[config.mk]
export PLATFORM = sky130hd
export DESIGN_NAME = dither_pwm
export DESIGN_NICKNAME = d
export VERILOG_FILES = /design/src/rtl/dpwm_pkg.sv /design/src/rtl/dpwm_timebase.sv /design/src/rtl/dpwm_width.sv /design/src/rtl/dither_pwm.sv
export SDC_FILE = /design/constraint.sdc
export NUM_CORES = 1
export LEC_CHECK = 0
export CAP_MARGIN = 20
export CORE_UTILIZATION = 40
export CTS_CLUSTER_SIZE = 8
export DETAILED_ROUTE_END_ITERATION = 12
export PLACE_DENSITY = 0.66
export SETUP_SLACK_MARGIN = 0.3
export SLEW_MARGIN = 20
export SYNTH_ARGS = -nofsm -noshare
export SYNTH_HDL_FRONTEND = slang
export SYNTH_SLANG_ARGS = --single-unit
[constraint.sdc]
create_clock -name clk -period 3 [get_ports clk]
set_clock_uncertainty 0.15 [all_clocks]
set_input_delay 0.6 -clock clk [delete_from_list [all_inputs] [get_ports clk]]
set_output_delay 0.6 -clock clk [all_outputs]
set_load 0.02 [all_outputs]
[src/rtl/dpwm_pkg.sv]
package dpwm_pkg;
   // Operating phase of the generator
   typedef enum logic [1:0] {
      PH_IDLE = 2'd0,   // disabled, counters at zero
      PH_GAP  = 2'd1,   // one low short interval before restart
      PH_RUN  = 2'd2    // producing the pattern
   } dpwm_phase_e;
endpackage

[src/rtl/dpwm_timebase.sv]
module dpwm_timebase
   import dpwm_pkg::*;
#(
   parameter int SUB_W = 8,
   parameter int SEG_W = 2
) (
   input  logic             clk,
   input  logic             rst_n,
   input  logic             en,
   input  logic             tick,
   input  logic             pwm_now,
   output dpwm_phase_e      phase,
   output logic [SUB_W-1:0] sub,
   output logic [SEG_W-1:0] seg,
   output logic             load,
   output logic             long_done
);
   logic sub_last;
   logic seg_last;
   logic stop_low;

   assign sub_last = &sub;
   assign seg_last = &seg;

   // Settings are captured at start and whenever a long interval begins
   assign load = en && ((phase == PH_IDLE) ||
                        (tick && sub_last && ((phase == PH_GAP) || seg_last)));

   always_ff @(posedge clk or negedge rst_n) begin
      if (!rst_n) begin
         phase     <= PH_IDLE;
         sub       <= '0;
         seg       <= '0;
         stop_low  <= 1'b0;
         long_done <= 1'b0;
      end else begin
         long_done <= 1'b0;
         if (!en) begin
            if (phase != PH_IDLE) stop_low <= !pwm_now;
            phase <= PH_IDLE;
            sub   <= '0;
            seg   <= '0;
         end else if (phase == PH_IDLE) begin
            phase <= stop_low ? PH_GAP : PH_RUN;
            sub   <= '0;
            seg   <= '0;
         end else if (tick) begin
            sub <= sub + SUB_W'(1);
            if (sub_last) begin
               if (phase == PH_GAP) begin
                  phase <= PH_RUN;
               end else begin
                  seg <= seg + SEG_W'(1);
                  if (seg_last) long_done <= 1'b1;
               end
            end
         end
      end
   end

   AST_IDLE_ZERO: assert property (@(posedge clk) disable iff (!rst_n)
      (phase == PH_IDLE) |-> (sub == '0 && seg == '0));
   AST_NO_TICK_FREEZE: assert property (@(posedge clk) disable iff (!rst_n)
      ((phase != PH_IDLE) && $past(phase != PH_IDLE) && !$past(tick))
         |-> ($stable(sub) && $stable(seg)));
   AST_PULSE_SINGLE: assert property (@(posedge clk) disable iff (!rst_n)
      long_done |=> !long_done);
   AST_GAP_SEG0: assert property (@(posedge clk) disable iff (!rst_n)
      (phase == PH_GAP) |-> (seg == '0));
endmodule

[src/rtl/dpwm_width.sv]
module dpwm_width #(
   parameter int SUB_W = 8,
   parameter int SEG_W = 2
) (
   input  logic             clk,
   input  logic             rst_n,
   input  logic             load,
   input  logic [SUB_W-1:0] duty_n,
   input  logic [SEG_W-1:0] duty_ext,
   input  logic [SEG_W-1:0] seg,
   output logic [SUB_W:0]   width
);
   logic [SUB_W-1:0] n_q;
   logic [SEG_W-1:0] ext_q;
   logic [SEG_W-1:0] seg_rev;
   logic             extend;

   always_ff @(posedge clk or negedge rst_n) begin
      if (!rst_n) begin
         n_q   <= '0;
         ext_q <= '0;
      end else if (load) begin
         n_q   <= duty_n;
         ext_q <= duty_ext;
      end
   end

   // Bit-reversed interval number spreads the extensions evenly
   for (genvar g = 0; g < SEG_W; g++) begin : g_rev
      assign seg_rev[g] = seg[SEG_W-1-g];
   end

   assign extend = (ext_q > seg_rev);
   assign width  = {1'b0, n_q} + (SUB_W+1)'(extend);

   AST_SETTINGS_HOLD: assert property (@(posedge clk) disable iff (!rst_n)
      !load |=> ($stable(n_q) && $stable(ext_q)));
endmodule

[src/rtl/dither_pwm.sv]
module dither_pwm
   import dpwm_pkg::*;
#(
   parameter int SUB_W = 8,
   parameter int SEG_W = 2
) (
   input  logic             clk,
   input  logic             rst_n,
   input  logic             en,
   input  logic             tick,
   input  logic [SUB_W-1:0] duty_n,
   input  logic [SEG_W-1:0] duty_ext,
   output logic             pwm_out,
   output logic             long_pulse
);
   if (SUB_W < 2) begin : g_bad_sub
      $error("dither_pwm: SUB_W must be at least 2");
   end
   if (SEG_W < 1) begin : g_bad_seg
      $error("dither_pwm: SEG_W must be at least 1");
   end

   dpwm_phase_e      phase;
   logic [SUB_W-1:0] sub;
   logic [SEG_W-1:0] seg;
   logic [SUB_W:0]   width;
   logic             load;
   logic             pwm_w;

   dpwm_timebase #(.SUB_W(SUB_W), .SEG_W(SEG_W)) u_tb (
      .clk       (clk),
      .rst_n     (rst_n),
      .en        (en),
      .tick      (tick),
      .pwm_now   (pwm_w),
      .phase     (phase),
      .sub       (sub),
      .seg       (seg),
      .load      (load),
      .long_done (long_pulse)
   );

   dpwm_width #(.SUB_W(SUB_W), .SEG_W(SEG_W)) u_wd (
      .clk      (clk),
      .rst_n    (rst_n),
      .load     (load),
      .duty_n   (duty_n),
      .duty_ext (duty_ext),
      .seg      (seg),
      .width    (width)
   );

   assign pwm_w   = (phase == PH_RUN) && ({1'b0, sub} < width);
   assign pwm_out = pwm_w;

   AST_IDLE_LOW: assert property (@(posedge clk) disable iff (!rst_n)
      !en |=> !pwm_out);
endmodule

Word-level counts from Yosys, hierarchy flattened
Index checks and enable logic that the tools add are counted.

$add $sub $neg: 3. $mul: 0. Divide/modulo/power cells: 0. Magnitude comparators: 2. Eq/ne operators: 6. Shift-type cells: 0. Muxes and demuxes: 20. Bitwise logic cells: 1. Reduce and logical (&&, ||, !) cells: 14.

Operators by type and width (count): 2-to-1 mux 8 bit (3); 2-to-1 mux 2 bit (11); adder 8 x 1 -> 9 bit (1); < comparator 8 x 9 -> 1 bit (1); inequality test 3 x 1 -> 1 bit, second input constant (3); adder 8 x 1 -> 8 bit, second input constant (1); AND reduction 8 bit (1); 2-to-1 mux 1 bit (6); AND reduction 3 bit (2); logical AND 1 bit (4); AND reduction 2 bit (2); inequality test 3 x 2 -> 1 bit, second input constant (1); adder 2 x 1 -> 2 bit, second input constant (1); equality test 2 x 1 -> 1 bit, second input constant (1); equality test 2 bit, second input constant (1); greater-than comparator 2 bit (1); zero test 2 bit (1); logical OR 1 bit (2); nonzero test 2 bit (1); zero test 1 bit (1); inverter 1 bit (1).

Flip-flop bits (word level): 24. Bits in latches: 0. Bits in writable memories: 0. Memory bits (read-only): 0. Input bits: 14. Memories: 0.

Logic depth before layout (Yosys ltp)
Depth in word-level cells: 7. Gate-level depth with buffers: 14.

Hierarchy
From an unflattened synthesis, not the netlist that was laid out.

Cell total of the unflattened synthesis: 144. Area, all modules: 1460.2 µm².

By module, submodules not included: dpwm_timebase (instances 1, cells an instance 69, area an instance 709.4 µm², seq. area each 350.3 µm²); dpwm_width (instances 1, cells an instance 47, area an instance 541.8 µm², seq. area each 250.2 µm²); dither_pwm (instances 1, cells an instance 28, area an instance 209.0 µm², seq. area each 0.0 µm²).

Least setup slack after synthesis
OpenSTA, ideal clock, no wires.

Path kind: flip-flop to output port. Start point: register u_tb.seg[0]. End point: output pwm_out. Data arrival time: 2452 ps. Required time: 2250 ps. Setup slack: -202 ps. Cell stages (with the launch flop): 12. Buffers on the path: 0. Cell sequence: dfrtp_1 -> inv_1 -> ha_1 -> a21oi_1 -> a21oi_1 -> ha_1 -> ha_1 -> xnor2_1 -> ha_1 -> o21a_1 -> o311ai_0 -> and2_1.

Longest elaborated chain between the ends: 4.

RTL lines: start, declared (RTL line dpwm_timebase.sv:14) `output logic [SEG_W-1:0] seg,`; start signal, assigned (RTL line dpwm_timebase.sv:53) `seg <= seg + SEG_W'(1);`; greater-than comparator 2 bit (RTL line dpwm_width.sv:33) `assign extend = (ext_q > seg_rev);`; adder 8 x 1 -> 9 bit (RTL line dpwm_width.sv:34) `assign width = {1'b0, n_q} + (SUB_W+1)'(extend);`; < comparator 8 x 9 -> 1 bit (RTL line dither_pwm.sv:53) `assign pwm_w = (phase == PH_RUN) && ({1'b0, sub} < width);`; logical AND 1 bit (RTL line dither_pwm.sv:53); end, declared (RTL line dither_pwm.sv:13) `output logic pwm_out,`.

No other way between the ends.

Final worst setup path
Start point: register u_wd.ext_q[1]. End point: output pwm_out.

Longest elaborated chain between the ends: 4.

RTL lines: start, declared (RTL line dpwm_width.sv:14) `logic [SEG_W-1:0] ext_q;`; start signal, assigned (RTL line dpwm_width.sv:24) `ext_q <= duty_ext;`; greater-than comparator 2 bit (RTL line dpwm_width.sv:33); adder 8 x 1 -> 9 bit (RTL line dpwm_width.sv:34); < comparator 8 x 9 -> 1 bit (RTL line dither_pwm.sv:53); logical AND 1 bit (RTL line dither_pwm.sv:53).

No other way between the ends.

==> impl_metrics.ini <==
[timing]
finalCritPeriodShare = 1.19
max_slew_margin = 0.625
layout_setup_ws_ns = -0.580
setup_violations = 1
whs_ns = 0.377
period_minus_slack_ns = 3.58
worst_pin_slew_ns = 0.559
rsz0062_at_grt = true
clock.fmax_mhz = 279
drv_slew = 0
final-hold-violation-count = 0

[setup_path]
path_max_fanout = 4
max_stage_delay_ns = 0.43
slowest_stage = dfrtp_1
critical_path_buf_inv_count = 1
crit_chain = ha_4 > a21oi_2 > a21oi_2 > ha_2 > ha_4 > nand3_2 > xor2_1 > ha_2 > o2111ai_2 > a21oi_2 > o311ai_4 > and2_4 > buf_6
critPathKind = flip-flop to output port
cp_top_family = adder cells
crit_top_cell = a21oi_2
critPathCaptureType = output port
startpoint_type = flip-flop
worst-endpoint-required_ns = 2.25
critPathArrivalTime_ns = 2.83

[synthesis]
synth-xor-area-share = 0.0789
postSynthCellCount = 135
synth_edf_count = 0
synth-compound-area-share = 0.0875
muxShareOfSynthArea = 0.0849
yosys.area_share.simple = 0.177
synth_fp_nets = 163
synthArstFlopShare = 1.00
syn_area_um2 = 1440
yosysSeqAreaShare = 0.416
yosys.cell_types.count = 37
synth_seq_cells = 24
synth_top_family_by_area = simple AND/OR/NAND/NOR gates
synth_area_per_cell_um2 = 10.7
synth-main-ff-cell = dfrtp_1
synthAdderAreaFrac = 0.121
yosys_warnings = 0

[placement]
pre_cts_ws_ns = -0.780
dp.final_hpwl_mm = 2.19
numPortBuffers = 15
place_area_um2 = 1740
routabilityCongestion = 0.781
place_inst = 203

[pwr]
p_seq_frac = 0.416
powerDensity_nw_per_um2 = 641
p_comb_frac = 0.463
pwr-share-clk = 0.122
internal-power_uw = 733
p_sw_frac = 0.372
p_sw_uw = 434
vdd_ir_drop_max_mv = 0.396
p_total_mw = 1.17
leakage_nw = 0.789

[global_routing]
overflow = 0
gr-usage-all-layers = 0.172
grt_max_degree = 25
antenna_found_initial = 0
grt_pass1_vias = 1131
grt_pass1_wl_mm = 4.87

[cts]
cts.clk_slew.worst_paths_ns = 0.13
hold_buffers = 0
cts_tree = done
htree_levels = 1
cts_root_buf = clkbuf_4
cts_buffers = 3
clkLatencyLatePin_ns = 0.31
clk_path_buf_depth = 2
clock_sinks = 24

[final_layout]
syn_to_final_growth_pct = 26.1
multiInputGateArea_um2 = 872
final-seq-area_um2 = 601
fin_area_um2 = 1820
nNetsFinal = 192
num_antenna_cells = 0
nFillCells = 302
drive_above_1_share = 0.278
final_cells = 208

[flow_run]
drv_cap = 0

[min_path]
hold_path_class = flip-flop to flip-flop

[detailed_routing]
viasPerCell = 5.21
drtIter0Drc = 46
firstDrtPassIters = 4
dr_total_vias = 1084
ant_nets = 0
wire_per_inst_um = 13.8
drt_wl_total_mm = 2.86
drc = 0

[die]
rows = 21
fp.dieW_um = 62.1
design.die.area_um2 = 3850
initial_utilization = 0.426
core_region_area_um2 = 3390
ios = 16
die_y_um = 62.1

[run_status]
status = complete, but fails checks
violations = setup timing
[flip-flops by register name, indices dropped and copies added (netlist names)]
signal and flops:
u_tb.sub 8, u_wd.n_q 8, u_tb.phase 2, u_tb.seg 2, u_wd.ext_q 2, u_tb.long_done 1, u_tb.stop_low 1
[kinds of logic after synthesis]
family	after synthesis
flops	24
xor+xnor	13
fa+ha+maj	14
simple gates	45
compound gates	18
mux	11
buf+inv	10
[worst paths after layout]
check / from / to / slack [ns] / depth (start not counted)
setup / recovery: u_wd.ext_q[1]$_DFFE_PN0P_ / pwm_out / -0.58 / 13
hold / removal: u_wd.ext_q[0]$_DFFE_PN0P_ / u_wd.ext_q[0]$_DFFE_PN0P_ / 0.38 / 1
setup reg to reg: u_wd.ext_q[1]$_DFFE_PN0P_ / u_tb.stop_low$_DFFE_PN0P_ / 0.29 / 13
hold reg to reg: u_wd.ext_q[0]$_DFFE_PN0P_ / u_wd.ext_q[0]$_DFFE_PN0P_ / 0.38 / 1
max in group asynchronous: rst_n / u_wd.n_q[5]$_DFFE_PN0P_ / 1.99 / 2
min in group asynchronous: rst_n / u_tb.phase[0]$_DFFE_PN0P_ / 0.47 / 2
[synthesized netlist by cell type, types with 2 or more instances]
master,n,area (um2)
a21oi_1,5,25.0
nand4_1,7,43.8
nand3_1,6,30.0
and2_1,2,12.5
xor2_1,11,96.3
xnor2_1,2,17.5
ha_1,14,175
inv_1,7,26.3
a211oi_1,2,15.0
nor2_1,13,48.8
nand2_1,6,22.5
o21a_1,2,15.0
mux2_2,10,113
dfrtp_1,24,601
o21ai_0,2,10.0
[layer usage]
layer / global-route usage / wire length, um / up-vias / share of wire
met2: 0.301 / 1460 / 16 / 0.51
met4: 0.0635 / 50 / 0 / 0.017
met5: 0 / 0 / - / 0
met1: 0.211 / 1280 / 521 / 0.45
li1: - / - / 540 / -
met3: 0.0290 / 73 / 7 / 0.025
[power by group through the flow]
stage	logic [mW]	registers, mW	clock network [mW]
2_1_floorplan	0.341	0.471	0
3_3_place_gp	0.469	0.481	0
3_5_place_dp	0.492	0.486	0
4_1_cts	0.539	0.482	0.148
5_1_grt	0.601	0.494	0.161
6_report	0.540	0.485	0.142
[stage by stage]
stage                util  TNS [ns]
finish              0.537    -0.580
CTS                 0.534    -0.573
detailed placement  0.512    -0.780
global route        0.537    -0.728
global placement    0.512    -0.649
floorplan               -   -0.0675
[timing repair]
| action | 4_1_cts | 5_1_grt |
|---|---|---|
| pin swaps | 7 | 1 |
| hold endpoints to repair | 0 | 0 |
| endpoints found under the setup margin | 2 | 2 |
| setup buffers | 2 | 0 |
| resized for setup | 12 | 2 |
[layout make-up]
class                           instances  share of cell area
Multi-Input combinational cell        101               0.479
Sequential cell                        24               0.330
Timing Repair Buffer                   27               0.133
Tap cell                               46              0.0316
Inverter                                7              0.0144
Clock buffer                            3              0.0124
[layout by cell type (no fill, tap or decap), drive strengths merged]
master,synthesis,final
nand4,8,8
and4,3,3
o2111ai,1,1
nand4b,1,1
nor2,13,13
nor4,1,1
nor3,1,1
a211oi,2,2
o311ai,1,1
o21a,2,2
nand2,6,6
buf,2,13
nand3,6,6
ha,14,14
a31oi,1,1
xnor2,2,2
a21oi,6,6
clkbuf,1,3
clkdlybuf4s50,0,14
a21boi,1,1
xor2,11,11
mux2,10,10
and2,3,3
o21ai,4,4
mux2i,1,1
nor2b,1,1
dfrtp,24,24
and3,1,1
nand2b,1,1
inv,7,7
Note: power is estimated with default switching activity, not from simulation.
